<file path="src/rtl/narrowPkg.sv">
package narrowPkg;
  // Source and destination formats
  localparam int SrcExpW  = 8;
  localparam int SrcManW  = 23;
  localparam int SrcW     = 1 + SrcExpW + SrcManW;
  localparam int DstExpW  = 5;
  localparam int DstManW  = 10;
  localparam int DstW     = 1 + DstExpW + DstManW;
  localparam int SrcBias  = (1 << (SrcExpW - 1)) - 1;
  localparam int DstBias  = (1 << (DstExpW - 1)) - 1;
  // Derived datapath geometry
  localparam int SigW     = SrcManW + 1;
  localparam int DropNorm = SrcManW - DstManW;
  localparam int ShiftW   = $clog2(SigW + 1);
  localparam int UnbW     = SrcExpW + 2;
  localparam int UnfLimit = -(DstBias + DstManW);
  localparam int SubLimit = 1 - DstBias;

  typedef enum logic [1:0] {
    RM_NEAREST = 2'd0,
    RM_TOZERO  = 2'd1,
    RM_UP      = 2'd2,
    RM_DOWN    = 2'd3
  } roundMode_e;

  typedef enum logic [2:0] {
    K_FINITE = 3'd0,
    K_NAN    = 3'd1,
    K_INF    = 3'd2,
    K_ZERO   = 3'd3,
    K_OVF    = 3'd4,
    K_UNF    = 3'd5
  } kind_e;

  typedef struct packed {
    logic               load;
    kind_e              kind;
    logic               sign;
    roundMode_e         mode;
    logic [DstExpW-1:0] hExp;
    logic [ShiftW-1:0]  shiftAmt;
  } strobe_t;
endpackage

</file>
<file path="src/rtl/narrowCtrl.sv">
module narrowCtrl
  import narrowPkg::*;
(
  input  logic               clk,
  input  logic               rst,
  input  logic               inValid,
  input  logic [SrcW-1:0]    inBits,
  input  logic [1:0]         roundMode,
  output strobe_t            strb,
  output logic               outValid
);
  localparam logic signed [UnbW-1:0] BiasIn  = UnbW'(SrcBias);
  localparam logic signed [UnbW-1:0] BiasOut = UnbW'(DstBias);
  localparam logic signed [UnbW-1:0] OvfLim  = UnbW'(DstBias);
  localparam logic signed [UnbW-1:0] UnfLim  = UnbW'(UnfLimit);
  localparam logic signed [UnbW-1:0] SubLim  = UnbW'(SubLimit);
  localparam logic signed [UnbW-1:0] DropS   = UnbW'(DropNorm);

  logic [SrcExpW-1:0]     expField;
  logic [SrcManW-1:0]     manField;
  logic signed [UnbW-1:0] unb;
  logic signed [UnbW-1:0] subShift;
  logic signed [UnbW-1:0] rebias;

  assign expField = inBits[SrcW-2 -: SrcExpW];
  assign manField = inBits[SrcManW-1:0];
  assign unb      = signed'({2'b00, expField}) - BiasIn;
  assign subShift = DropS + SubLim - unb;
  assign rebias   = unb + BiasOut;

  always_comb begin
    strb          = '0;
    strb.load     = inValid;
    strb.sign     = inBits[SrcW-1];
    strb.mode     = roundMode_e'(roundMode);
    strb.shiftAmt = ShiftW'(DropNorm);
    strb.kind     = K_FINITE;
    if (expField == '1) begin
      strb.kind = (manField != '0) ? K_NAN : K_INF;
    end else if (expField == '0 && manField == '0) begin
      strb.kind = K_ZERO;
    end else if (unb > OvfLim) begin
      strb.kind = K_OVF;
    end else if (unb < UnfLim) begin
      strb.kind = K_UNF;
    end else if (unb < SubLim) begin
      strb.hExp     = '0;
      strb.shiftAmt = subShift[ShiftW-1:0];
    end else begin
      strb.hExp = rebias[DstExpW-1:0];
    end
  end

  always_ff @(posedge clk) begin
    if (rst) outValid <= 1'b0;
    else     outValid <= inValid;
  end


  sub_shift_chk: assert property (@(posedge clk) disable iff (rst)
    (strb.kind == K_FINITE && strb.hExp == '0) |->
      (strb.shiftAmt > ShiftW'(DropNorm) && strb.shiftAmt <= ShiftW'(SigW)));


  src_sub_unf_chk: assert property (@(posedge clk) disable iff (rst)
    (expField == '0 && manField != '0) |-> strb.kind == K_UNF);
endmodule

</file>
<file path="src/rtl/narrowDatapath.sv">
module narrowDatapath
  import narrowPkg::*;
(
  input  logic               clk,
  input  logic               rst,
  input  strobe_t            strb,
  input  logic [SrcManW-1:0] manField,
  output logic [DstW-1:0]    resBits
);
  localparam logic [DstW-2:0] MaxMag = {{(DstExpW-1){1'b1}}, 1'b0, {DstManW{1'b1}}};
  localparam logic [DstW-2:0] InfMag = {{DstExpW{1'b1}}, {DstManW{1'b0}}};
  localparam logic [DstManW-1:0] QuietBit = DstManW'(1) << (DstManW - 1);

  logic [SigW-1:0]   sig;
  logic [SigW-1:0]   kept;
  logic [SigW:0]     lowMask;
  logic [SigW:0]     halfPt;
  logic [SigW:0]     rem;
  logic              inexact;
  logic              bumpUp;
  logic              satHigh;
  logic              satLow;
  logic [DstW-2:0]   magTrunc;
  logic [DstW-2:0]   magRounded;
  logic [DstW-1:0]   nextRes;

  assign sig      = {1'b1, manField};
  assign kept     = sig >> strb.shiftAmt;
  assign lowMask  = ((SigW+1)'(1) << strb.shiftAmt) - (SigW+1)'(1);
  assign halfPt   = (SigW+1)'(1) << (strb.shiftAmt - ShiftW'(1));
  assign rem      = {1'b0, sig} & lowMask;
  assign inexact  = (rem != '0);
  assign magTrunc = {strb.hExp, kept[DstManW-1:0]};

  always_comb begin
    unique case (strb.mode)
      RM_NEAREST: bumpUp = (rem > halfPt) || (rem == halfPt && kept[0]);
      RM_TOZERO:  bumpUp = 1'b0;
      RM_UP:      bumpUp = inexact && !strb.sign;
      RM_DOWN:    bumpUp = inexact && strb.sign;
      default:    bumpUp = 1'b0;
    endcase
  end

  // The carry out of the fraction ripples into the exponent field
  assign magRounded = magTrunc + (DstW-1)'(bumpUp);

  assign satHigh = (strb.mode == RM_TOZERO) ||
                   (strb.mode == RM_UP && strb.sign) ||
                   (strb.mode == RM_DOWN && !strb.sign);
  assign satLow  = (strb.mode == RM_UP && !strb.sign) ||
                   (strb.mode == RM_DOWN && strb.sign);

  always_comb begin
    unique case (strb.kind)
      K_NAN:   nextRes = {strb.sign, {DstExpW{1'b1}},
                          manField[SrcManW-1 -: DstManW] | QuietBit};
      K_INF:   nextRes = {strb.sign, InfMag};
      K_ZERO:  nextRes = {strb.sign, {(DstW-1){1'b0}}};
      K_OVF:   nextRes = {strb.sign, satHigh ? MaxMag : InfMag};
      K_UNF:   nextRes = {strb.sign, (DstW-1)'(satLow)};
      default: nextRes = {strb.sign, magRounded};
    endcase
  end

  always_ff @(posedge clk) begin
    if (rst)            resBits <= '0;
    else if (strb.load) resBits <= nextRes;
  end


  nan_quiet_chk: assert property (@(posedge clk) disable iff (rst)
    (strb.load && strb.kind == K_NAN) |=>
      (resBits[DstW-2 -: DstExpW] == '1 && resBits[DstManW-1]));


  inf_exact_chk: assert property (@(posedge clk) disable iff (rst)
    (strb.load && strb.kind == K_INF) |=> resBits[DstW-2:0] == InfMag);


  ovf_finite_chk: assert property (@(posedge clk) disable iff (rst)
    (strb.load && strb.kind == K_OVF && strb.mode == RM_TOZERO) |=>
      resBits[DstW-2:0] == MaxMag);


  unf_tiny_chk: assert property (@(posedge clk) disable iff (rst)
    (strb.load && strb.kind == K_UNF) |=> resBits[DstW-2:1] == '0);


  sign_keep_chk: assert property (@(posedge clk) disable iff (rst)
    strb.load |=> resBits[DstW-1] == $past(strb.sign));


  hold_chk: assert property (@(posedge clk) disable iff (rst)
    !strb.load |=> $stable(resBits));
endmodule

</file>
<file path="src/rtl/narrowFloat.sv">
module narrowFloat
  import narrowPkg::*;
(
  input  logic            clk,
  input  logic            rst,
  input  logic            inValid,
  input  logic [SrcW-1:0] inBits,
  input  logic [1:0]      roundMode,
  output logic            outValid,
  output logic [DstW-1:0] outBits
);
  strobe_t strb;

  narrowCtrl u_ctrl (
    .clk       (clk),
    .rst       (rst),
    .inValid   (inValid),
    .inBits    (inBits),
    .roundMode (roundMode),
    .strb      (strb),
    .outValid  (outValid)
  );

  narrowDatapath u_dp (
    .clk      (clk),
    .rst      (rst),
    .strb     (strb),
    .manField (inBits[SrcManW-1:0]),
    .resBits  (outBits)
  );


  valid_rise_chk: assert property (@(posedge clk) disable iff (rst)
    inValid |=> outValid);


  valid_idle_chk: assert property (@(posedge clk) disable iff (rst)
    !inValid |=> !outValid);
endmodule

</file>
<file path="config.mk">
export PLATFORM = sky130hd
export DESIGN_NAME = narrowFloat
export DESIGN_NICKNAME = d
export VERILOG_FILES = /design/src/rtl/narrowPkg.sv /design/src/rtl/narrowCtrl.sv /design/src/rtl/narrowDatapath.sv /design/src/rtl/narrowFloat.sv
export SDC_FILE = /design/constraint.sdc
export NUM_CORES = 1
export LEC_CHECK = 0
export CAP_MARGIN = 5
export CORE_UTILIZATION = 35
export DETAILED_ROUTE_END_ITERATION = 8
export GPL_TIMING_DRIVEN = 0
export SLEW_MARGIN = 20
export SYNTH_ARGS = -nofsm -noshare
export SYNTH_HDL_FRONTEND = slang
export SYNTH_SLANG_ARGS = --single-unit
</file>
<file path="constraint.sdc">
create_clock -name clk -period 8.2 [get_ports clk]
set_clock_uncertainty 0.1 [all_clocks]
set_input_delay 2.46 -clock clk [delete_from_list [all_inputs] [get_ports clk]]
set_output_delay 2.46 -clock clk [all_outputs]
set_load 0.02 [all_outputs]
</file>
==> flow_metrics.py, run 1 <==
metrics = {
    "timing": {
        "setup_viol_count_final": 0,
        "period_share_pct": 95.3,
        "period_needed_ps": 7810,
        "hold_viol_final": 0,
        "tightest_slew_ps": 862,
        "rsz0062_at_grt": "false",
        "max_freq_mhz": 128,
        "setup_slack_ps": 386,
        "final_max_slew_viol_count": 0,
        "fin_setup_tns_ps": 0,
        "timing.slew.headroom_pct": 42.1,
    },
    "logic_synthesis": {
        "ys_top_cells_by_area": "ha_1, dfxtp_1, nand2_1, a21oi_1, nor2_1",
        "synth.largest_area_cell": "ha_1",
        "async_reset_ff_share_pct": 0,
        "netlist_area_um2": 3560,
        "ys_ff_latch": 17,
        "synth_area_per_cell_um2": 7.00,
        "synth_edf_count": 0,
        "synth_ff_type": "dfxtp_1",
        "ys_warn_count": 0,
        "ys_types": 79,
        "ys_seq_area_share_pct": 9.55,
        "syn_inst": 509,
        "synth_top_cell_area_share_pct": 11.2,
    },
    "critical_path": {
        "slowest_stage": "clkdlybuf4s50_1",
        "end_kind": "flip-flop",
        "cp.arrival_ps": 7890,
        "ff2ff_setup_slack_ps": 6850,
        "required_ps": 8270,
        "reg2reg_from": "u_dp.resBits[14]$_SDFFE_PP0P_",
        "critical_path.max_stage_delay_ps": 570,
        "timing.rr.end": "u_dp.resBits[14]$_SDFFE_PP0P_",
        "reg2regPathDepth": 3,
        "critPathMaxFanout": 10,
        "cp-start-kind": "input port",
        "cpMostUsedCell": "ha_1",
        "path_class": "input port to flip-flop",
        "cp-startpoint": "inBits[23]",
        "crit_end": "u_dp.resBits[12]$_SDFFE_PP0P_",
    },
    "placed_design": {
        "dp_hpwl_mm": 10.7,
        "portBuffers": 48,
        "place_area_um2": 4260,
        "gp_congestion": 0.952,
        "place_ws_ps": -910,
    },
    "drt": {
        "vias": 4319,
        "drc": 0,
        "routed_wl_mm": 13.6,
        "wire_per_inst_um": 19.3,
        "ant_nets": 0,
        "drt_iter0_drc": 350,
        "viasPerCell": 6.12,
        "drtPass1Iterations": 5,
    },
    "finish": {
        "finalNetCount": 643,
        "utilization_pct": 45.0,
        "final_layout_size_suffix_gt1_share_pct": 11.5,
        "fin_area_um2": 4420,
        "n_antenna_cell": 0,
        "area_growth_pct": 23.9,
    },
    "min_path": {
        "min_path_type": "flip-flop to flip-flop",
    },
    "die": {
        "fp.dieW_um": 103,
        "die-height_um": 103,
        "rows": 36,
        "initial_utilization_pct": 36.3,
        "coreArea_um2": 9820,
        "dieArea_um2": 10600,
        "io_pins": 54,
    },
    "cts": {
        "clk_latency_ps": 250,
        "clk_path_buf_depth": 2,
        "cts_root_buf": "clkbuf_8",
        "cts_tree": "built",
        "htreeDepth": 1,
        "postCtsHoldBufs": 0,
        "numClockSinks": 17,
        "path_clk_slew_ps": 70,
        "cts_buffers": 3,
    },
    "run": {
        "drv_cap": 0,
    },
    "power": {
        "ir_drop_mv": 0.0688,
        "comb_power_share_pct": 58.0,
        "power_density_nw_per_um2": 83.7,
        "p_sw_share_pct": 43.8,
        "intPower_uw": 208,
        "clkPwrFrac_pct": 17.1,
        "switching_power_uw": 162,
        "p_seq_share_pct": 24.9,
        "leakage_nw": 1.71,
    },
    "global_routing": {
        "grt_pass1_wl_mm": 21.3,
        "grt_overflow": 0,
        "grt_max_degree": 11,
        "track_usage_pct": 26.2,
        "grt_pass1_vias": 4146,
        "antenna_found_initial": 0,
    },
    "run_status": {
        "status": "completed",
    },
}
-- worst min-delay path by stage --
| stage | startpoint | endpoint | slack (ps) | cells after the start |
|---|---|---|---|---|
| final | u_dp.resBits[4]$_SDFFE_PP0P_ | u_dp.resBits[4]$_SDFFE_PP0P_ | 380 | 2 |
| after global routing | u_dp.resBits[2]$_SDFFE_PP0P_ | u_dp.resBits[2]$_SDFFE_PP0P_ | 410 | 2 |
| after CTS | u_dp.resBits[1]$_SDFFE_PP0P_ | u_dp.resBits[1]$_SDFFE_PP0P_ | 390 | 2 |
| after detailed placement | u_dp.resBits[1]$_SDFFE_PP0P_ | u_dp.resBits[1]$_SDFFE_PP0P_ | 380 | 2 |
| after global placement | u_dp.resBits[4]$_SDFFE_PP0P_ | u_dp.resBits[4]$_SDFFE_PP0P_ | 380 | 2 |
| after floorplan | u_dp.resBits[13]$_SDFFE_PP0P_ | u_dp.resBits[13]$_SDFFE_PP0P_ | 460 | 2 |
-- registers in the layout, summed over array words and instances (netlist names) --
signal and flops:
u_ctrl.outValid 1, u_dp.resBits 16
-- worst max-delay path, delay by kind of cell --
kind                       cells  cell delay, ps
adders and majority gates      4            1080
buffers and inverters          5            1280
muxes                          1             340
AOI/OAI and AO/OA              6            1060
and+or+nand+nor                9            1640
-- timing repair --
| action | CTS | global route |
|---|---|---|
| setup endpoints to repair | 12 | 11 |
| gates resized for setup | 8 | 18 |
| buffers inserted | 0 | 2 |
| pin swaps | 0 | 3 |
-- final cells by class --
cell class	instances	area [um2]
plain buffers	31	151
clock buffers	3	41.3
clock inverters	1	5.00
fillers	1055	5400
inverters	19	75.1
multi-input cells	452	3140
flip-flops and latches	17	340
well taps	133	166
repair buffers	50	498
-- synth_stat cells (7+ instances only) --
cell and instances:
a21o_1 9, nand4_1 19, and3_1 10, nor2_1 35, dfxtp_1 17, a21oi_1 34, ha_1 32, or3_1 7
nor4_1 16, xnor2_1 10, nand3_1 20, nand2_1 49, mux2i_1 8, inv_1 18, o21ai_0 22, nor3_1 16
and2_1 14, o21a_1 14, clkbuf_1 21
-- per-stage QoR --
stage	hold WS (ps)	power, mW	cells
after global routing	410	0.394	706
final	384	0.369	706
after CTS	386	0.364	706
after global placement	378	0.295	702
after detailed placement	377	0.296	702
after floorplan	456	0.222	521
-- power groups by stage --
stage	clock (mW)	sequential [mW]	combinational, mW
global route	0.0684	0.0928	0.232
floorplan	0	0.101	0.121
detailed placement	0	0.0938	0.202
finish	0.0632	0.0921	0.214
global placement	0	0.0937	0.201
CTS	0.0661	0.0921	0.205
-- cell families (layout without fill, tap and decap cells) --
| kind of cell | count (synthesis) | after routing | share of synthesized area, % |
|---|---|---|---|
| fa+ha+maj | 32 | 32 | 11.2 |
| buf+inv | 52 | 104 | 6.21 |
| other cells | 2 | 14 | 0.211 |
| flops | 17 | 17 | 9.55 |
| mux | 12 | 12 | 3.51 |
| xor+xnor | 17 | 17 | 4.60 |
| simple gates | 221 | 221 | 33.1 |
| compound gates | 156 | 156 | 31.6 |
-- layer usage --
layer | up-vias | global-route usage [%] | routed length [um] | share of wire, %
met5 | - | 0 | 0 | 0
li1 | 2054 | - | - | -
met2 | 185 | 44.2 | 6280 | 46
met3 | 35 | 4.07 | 861 | 6.3
met4 | 0 | 7.91 | 350 | 2.6
met1 | 2045 | 34.3 | 6140 | 45
-- placed cells by master, fill, tap and decap left out, types with 19 or more instances in the layout --
| cell | netlist | final |
|---|---|---|
| nand2_1 | 49 | 48 |
| clkdlybuf4s50_1 | 0 | 47 |
| nor2_1 | 35 | 34 |
| a21oi_1 | 34 | 33 |
| ha_1 | 32 | 31 |
| o21ai_0 | 22 | 22 |
| nand3_1 | 20 | 19 |
| nand4_1 | 19 | 19 |
No activity file was read; power rests on OpenSTA's default activity.
==> inputs of run 2 (changes only) <==
--- a/config.mk
+++ b/config.mk
@@ -6,9 +6,10 @@
 export NUM_CORES = 1
 export LEC_CHECK = 0
 export CAP_MARGIN = 5
-export CORE_UTILIZATION = 35
+export CORE_UTILIZATION = 56
 export DETAILED_ROUTE_END_ITERATION = 8
 export GPL_TIMING_DRIVEN = 0
+export PLACE_DENSITY = 0.82
 export SLEW_MARGIN = 20
 export SYNTH_ARGS = -nofsm -noshare
 export SYNTH_HDL_FRONTEND = slang
==> flow_metrics.py, run 2 (synthesis results as in run 1) <==
metrics = {
    "power": {
        "comb_power_share_pct": 57.2,
        "clkPwrFrac_pct": 18.0,
        "switching_power_uw": 163,
        "power_density_nw_per_um2": 86.1,
        "intPower_uw": 208,
        "leakage_nw": 1.70,
        "p_seq_share_pct": 24.8,
        "p_sw_share_pct": 44.0,
        "p_total_uw": 371,
        "ir_drop_mv": 0.113,
    },
    "placed_design": {
        "portBuffers": 48,
        "dp_hpwl_mm": 9.98,
        "gp_congestion": 0.984,
        "dp.cells": 644,
    },
    "cts": {
        "cts_buffers": 3,
        "postCtsHoldBufs": 0,
        "path_clk_slew_ps": 70,
        "clk_latency_ps": 260,
        "clk_path_buf_depth": 2,
        "cts_tree": "built",
        "cts_root_buf": "clkbuf_8",
        "htreeDepth": 1,
        "numClockSinks": 17,
    },
    "timing": {
        "setup_viol_count_final": 0,
        "tightest_slew_ps": 850,
        "period_needed_ps": 8000,
        "timing.slew.headroom_pct": 43.3,
        "hold_viol_final": 0,
        "rsz0062_at_grt": "false",
        "max_freq_mhz": 125,
        "period_share_pct": 97.5,
        "final_max_slew_viol_count": 0,
    },
    "critical_path": {
        "path_class": "input port to flip-flop",
        "cp.arrival_ps": 8040,
        "timing.rr.end": "u_dp.resBits[14]$_SDFFE_PP0P_",
        "reg2reg_from": "u_dp.resBits[14]$_SDFFE_PP0P_",
        "cp-startpoint": "inBits[23]",
        "reg2regPathDepth": 3,
        "slowest_stage": "clkdlybuf4s50_1",
        "cp-start-kind": "input port",
        "critPathMaxFanout": 10,
        "required_ps": 8250,
        "end_kind": "flip-flop",
        "cpMostUsedCell": "ha_1",
        "ff2ff_setup_slack_ps": 6840,
        "critical_path.max_stage_delay_ps": 570,
    },
    "drt": {
        "drc": 0,
        "routed_wl_mm": 13.1,
        "ant_nets": 0,
        "vias": 4447,
        "drt_iter0_drc": 538,
        "wire_per_inst_um": 20.3,
        "viasPerCell": 6.88,
        "drtPass1Iterations": 5,
    },
    "finish": {
        "regMostFlops": "u_dp.resBits",
        "reg_top3": "u_dp.resBits (16), u_ctrl.outValid (1)",
        "n_antenna_cell": 0,
        "largest_register_ffs": 16,
        "final_cells": 646,
        "final_layout_size_suffix_gt1_share_pct": 10.3,
        "final_common_cell": "nand2_1",
        "finalNetCount": 641,
        "final_cell_mix": "nand2_1, clkdlybuf4s50_1, nor2_1, a21oi_1, ha_1",
        "area_growth_pct": 20.8,
    },
    "die": {
        "initial_utilization_pct": 59.1,
        "io_pins": 54,
        "fp.dieW_um": 81.8,
        "die-height_um": 81.8,
        "rows": 28,
        "dieArea_um2": 6690,
        "coreArea_um2": 6030,
    },
    "min_path": {
        "hp-start": "u_dp.resBits[1]$_SDFFE_PP0P_",
        "min_path_type": "flip-flop to flip-flop",
        "hold_depth": 2,
        "min_to": "u_dp.resBits[1]$_SDFFE_PP0P_",
    },
    "global_routing": {
        "grt_overflow": 0,
        "antenna_found_initial": 0,
        "track_usage_pct": 38.8,
        "grt_pass1_wl_mm": 19.7,
        "grt_max_degree": 11,
        "grt_pass1_vias": 4049,
    },
    "run": {
        "drv_cap": 0,
    },
    "run_status": {
        "status": "completed",
    },
}
## run 2: power groups by stage
stage                     sequential, mW  combinational [mW]  clock, mW
after floorplan                    0.101               0.121          0
after global placement            0.0934               0.197          0
after detailed placement          0.0938               0.200          0
after CTS                         0.0919               0.204     0.0652
after global routing              0.0927               0.227     0.0696
final                             0.0919               0.212     0.0667
## run 2: worst max-delay path, delay by kind of cell
| kind | cells | cell delay (ps) |
|---|---|---|
| and+or+nand+nor | 11 | 2110 |
| buffers and inverters | 5 | 1360 |
| adders and majority gates | 4 | 1130 |
| AOI/OAI and AO/OA | 5 | 960 |
## run 2: layout make-up
cell class	instances	area (um2)
multi-input combinational	452	3120
tap	75	93.8
sequential	17	340
timing repair buffer	48	483
fill	528	1720
buffer	31	146
inverter	19	71.3
clock buffer	4	45.0
## run 2: per-stage QoR
| step | setup WS, ps | cell area [um2] | util, % | TNS [ps] | hold slack, ps |
|---|---|---|---|---|---|
| after global placement | -696 | 4180 | 69.4 | -5030 | 375 |
| final | 204 | 4300 | 71.4 | 0 | 393 |
| after global routing | 2.43 | 4300 | 71.4 | 0 | 409 |
| after detailed placement | -895 | 4180 | 69.4 | -7490 | 384 |
| after floorplan | 823 | 3610 | - | 0 | 456 |
| after CTS | 34.7 | 4280 | 71.0 | 0 | 391 |
## run 2: worst max path at each step
stage | end | slack [ps]
floorplan | u_dp.resBits[14]$_SDFFE_PP0P_ | 820
detailed placement | u_dp.resBits[14]$_SDFFE_PP0P_ | -890
global placement | u_dp.resBits[14]$_SDFFE_PP0P_ | -700
finish | u_dp.resBits[14]$_SDFFE_PP0P_ | 200
global route | u_dp.resBits[14]$_SDFFE_PP0P_ | 2
CTS | u_dp.resBits[14]$_SDFFE_PP0P_ | 30
## run 2: timing repair
action / 4_1_cts / 5_1_grt
resized for setup: 11 / 7
buffers inserted: 0 / 0
endpoints found under the setup margin: 12 / 6
pin swaps: 0 / 5
## run 2: per-layer routing
layer  GRT usage [%]  wire (um)  up-vias  part of all wire [%]
met1            47.9       5200     2054                    40
met4            15.8        619        0                   4.7
met3            6.00       1310       68                    10
li1                -          -     2041                     -
met5               0          0        -                     0
met2            66.4       5970      284                    46
==> inputs of run 3 (changes only) <==
--- a/config.mk
+++ b/config.mk
@@ -9,6 +9,7 @@
 export CORE_UTILIZATION = 56
 export DETAILED_ROUTE_END_ITERATION = 8
 export GPL_TIMING_DRIVEN = 0
+export MAX_ROUTING_LAYER = met4
 export PLACE_DENSITY = 0.82
 export SLEW_MARGIN = 20
 export SYNTH_ARGS = -nofsm -noshare
==> flow_metrics.py, run 3 (synthesis results as in run 1) <==
metrics = {
    "run_status": {
        "status": "completed",
    },
    "finish": {
        "final_layout_size_suffix_gt1_share_pct": 10.5,
        "final_cell_mix": "nand2_1, clkdlybuf4s50_1, nor2_1, a21oi_1, ha_1",
        "final_common_cell": "nand2_1",
        "reg_top3": "u_dp.resBits (16), u_ctrl.outValid (1)",
        "finalNetCount": 642,
        "fin_area_um2": 4310,
        "regMostFlops": "u_dp.resBits",
        "n_antenna_cell": 0,
        "largest_register_ffs": 16,
        "final_cells": 647,
        "area_growth_pct": 21.0,
    },
    "min_path": {
        "hp-start": "u_dp.resBits[0]$_SDFFE_PP0P_",
        "hold_depth": 2,
        "min_path_type": "flip-flop to flip-flop",
        "min_to": "u_dp.resBits[0]$_SDFFE_PP0P_",
    },
    "cts": {
        "cts_tree": "built",
        "clk_latency_ps": 260,
        "cts_buffers": 3,
        "htreeDepth": 1,
        "path_clk_slew_ps": 70,
        "cts_root_buf": "clkbuf_8",
        "numClockSinks": 17,
        "clk_path_buf_depth": 2,
    },
    "placed_design": {
        "place_area_um2": 4180,
        "dp_hpwl_mm": 10.1,
        "gp_congestion": 1.00,
        "portBuffers": 48,
        "dp.cells": 644,
    },
    "critical_path": {
        "timing.rr.end": "u_dp.resBits[14]$_SDFFE_PP0P_",
        "cpMostUsedCell": "ha_1",
        "reg2reg_from": "u_dp.resBits[14]$_SDFFE_PP0P_",
        "slowest_stage": "clkdlybuf4s50_1",
        "critPathMaxFanout": 10,
        "cp.arrival_ps": 7980,
        "path_class": "input port to flip-flop",
        "cp-start-kind": "input port",
        "reg2regPathDepth": 3,
        "required_ps": 8260,
        "end_kind": "flip-flop",
        "critical_path.max_stage_delay_ps": 550,
        "crit_family": "simple AND/OR/NAND/NOR gates",
        "path_buf_inv": 5,
        "cp.depth": 25,
        "ff2ff_setup_slack_ps": 6850,
    },
    "die": {
        "dieArea_um2": 6690,
        "die-height_um": 81.8,
        "rows": 28,
        "io_pins": 54,
        "coreArea_um2": 6030,
        "fp.dieW_um": 81.8,
        "initial_utilization_pct": 59.1,
    },
    "global_routing": {
        "grt_pass1_wl_mm": 20.0,
        "track_usage_pct": 40.4,
        "grt_pass1_vias": 4125,
        "antenna_found_initial": 0,
        "grt_overflow": 0,
        "grt_max_degree": 11,
    },
    "drt": {
        "drc": 0,
        "routed_wl_mm": 12.8,
        "wire_per_inst_um": 19.8,
        "drtPass1Iterations": 5,
        "vias": 4480,
        "drt_iter0_drc": 611,
        "ant_nets": 0,
        "viasPerCell": 6.92,
    },
    "timing": {
        "period_share_pct": 96.6,
        "fin_hold_ws_ps": 394,
        "tightest_slew_ps": 866,
        "period_needed_ps": 7920,
        "final_max_slew_viol_count": 0,
        "setup_viol_count_final": 0,
        "max_freq_mhz": 126,
        "rsz0062_at_grt": "false",
        "timing.slew.headroom_pct": 42.3,
        "hold_viol_final": 0,
    },
    "power": {
        "power_density_nw_per_um2": 85.8,
        "leakage_nw": 1.72,
        "ir_drop_mv": 0.0915,
    },
    "run": {
        "drv_cap": 0,
    },
}
## run 3: worst max path at each step
stage / start / endpoint / slack (ps)
6_report: inBits[23] / u_dp.resBits[10]$_SDFFE_PP0P_ / 280
5_1_grt: inBits[23] / u_dp.resBits[14]$_SDFFE_PP0P_ / 10
4_1_cts: inBits[23] / u_dp.resBits[14]$_SDFFE_PP0P_ / 20
3_5_place_dp: inBits[23] / u_dp.resBits[14]$_SDFFE_PP0P_ / -710
3_3_place_gp: inBits[23] / u_dp.resBits[14]$_SDFFE_PP0P_ / -630
2_1_floorplan: inBits[23] / u_dp.resBits[14]$_SDFFE_PP0P_ / 820
## run 3: power breakdown
group	switching [mW]	leakage, nW	total (mW)	internal (mW)
registers	0.00300	0.141	0.0919	0.0889
clock network	0.0320	0.0255	0.0658	0.0339
logic	0.127	1.55	0.212	0.0846
total	0.162	1.72	0.370	0.207
## run 3: final cells by class
cell class                      count  area [um2]
Fill cell                         520        1710
Clock inverter                      1        5.00
Tap cell                           75        93.8
Multi-Input combinational cell    452        3120
Clock buffer                        3        41.3
Buffer                             31         146
Sequential cell                    17         340
Timing Repair Buffer               49         490
Inverter                           19        71.3
## run 3: layer usage
metal  GRT usage [%]  wire [um]  up-vias
li1                -          -     2053
met1            47.5       4940     2054
met2            64.7       5910      313
met3            7.00       1430       60
met4            22.5        540        0
met5               -          0        -
## run 3: timing repair
action / in CTS / in global routing
setup buffers: 0 / 1
resized for setup: 7 / 11
pin swaps: 0 / 3
endpoints found under the setup margin: 10 / 10
hold buffers: 0 / 0
## run 3: worst min-delay path: cells and delay by family (launching register included)
kind               cells  cell delay, ps
and+or+nand+nor        1              80
DFF                    1             310
AOI/OAI and AO/OA      1              60
## run 3: per-stage QoR
step           utilization, %  total power [mW]  setup TNS (ps)  worst slack, ps
3_5_place_dp             69.4             0.293           -5060             -714
5_1_grt                  71.6             0.390               0             11.3
2_1_floorplan               -             0.222               0              823
3_3_place_gp             69.4             0.289           -4200             -631
6_report                 71.6             0.370               0              280
4_1_cts                  70.7             0.361               0             20.8
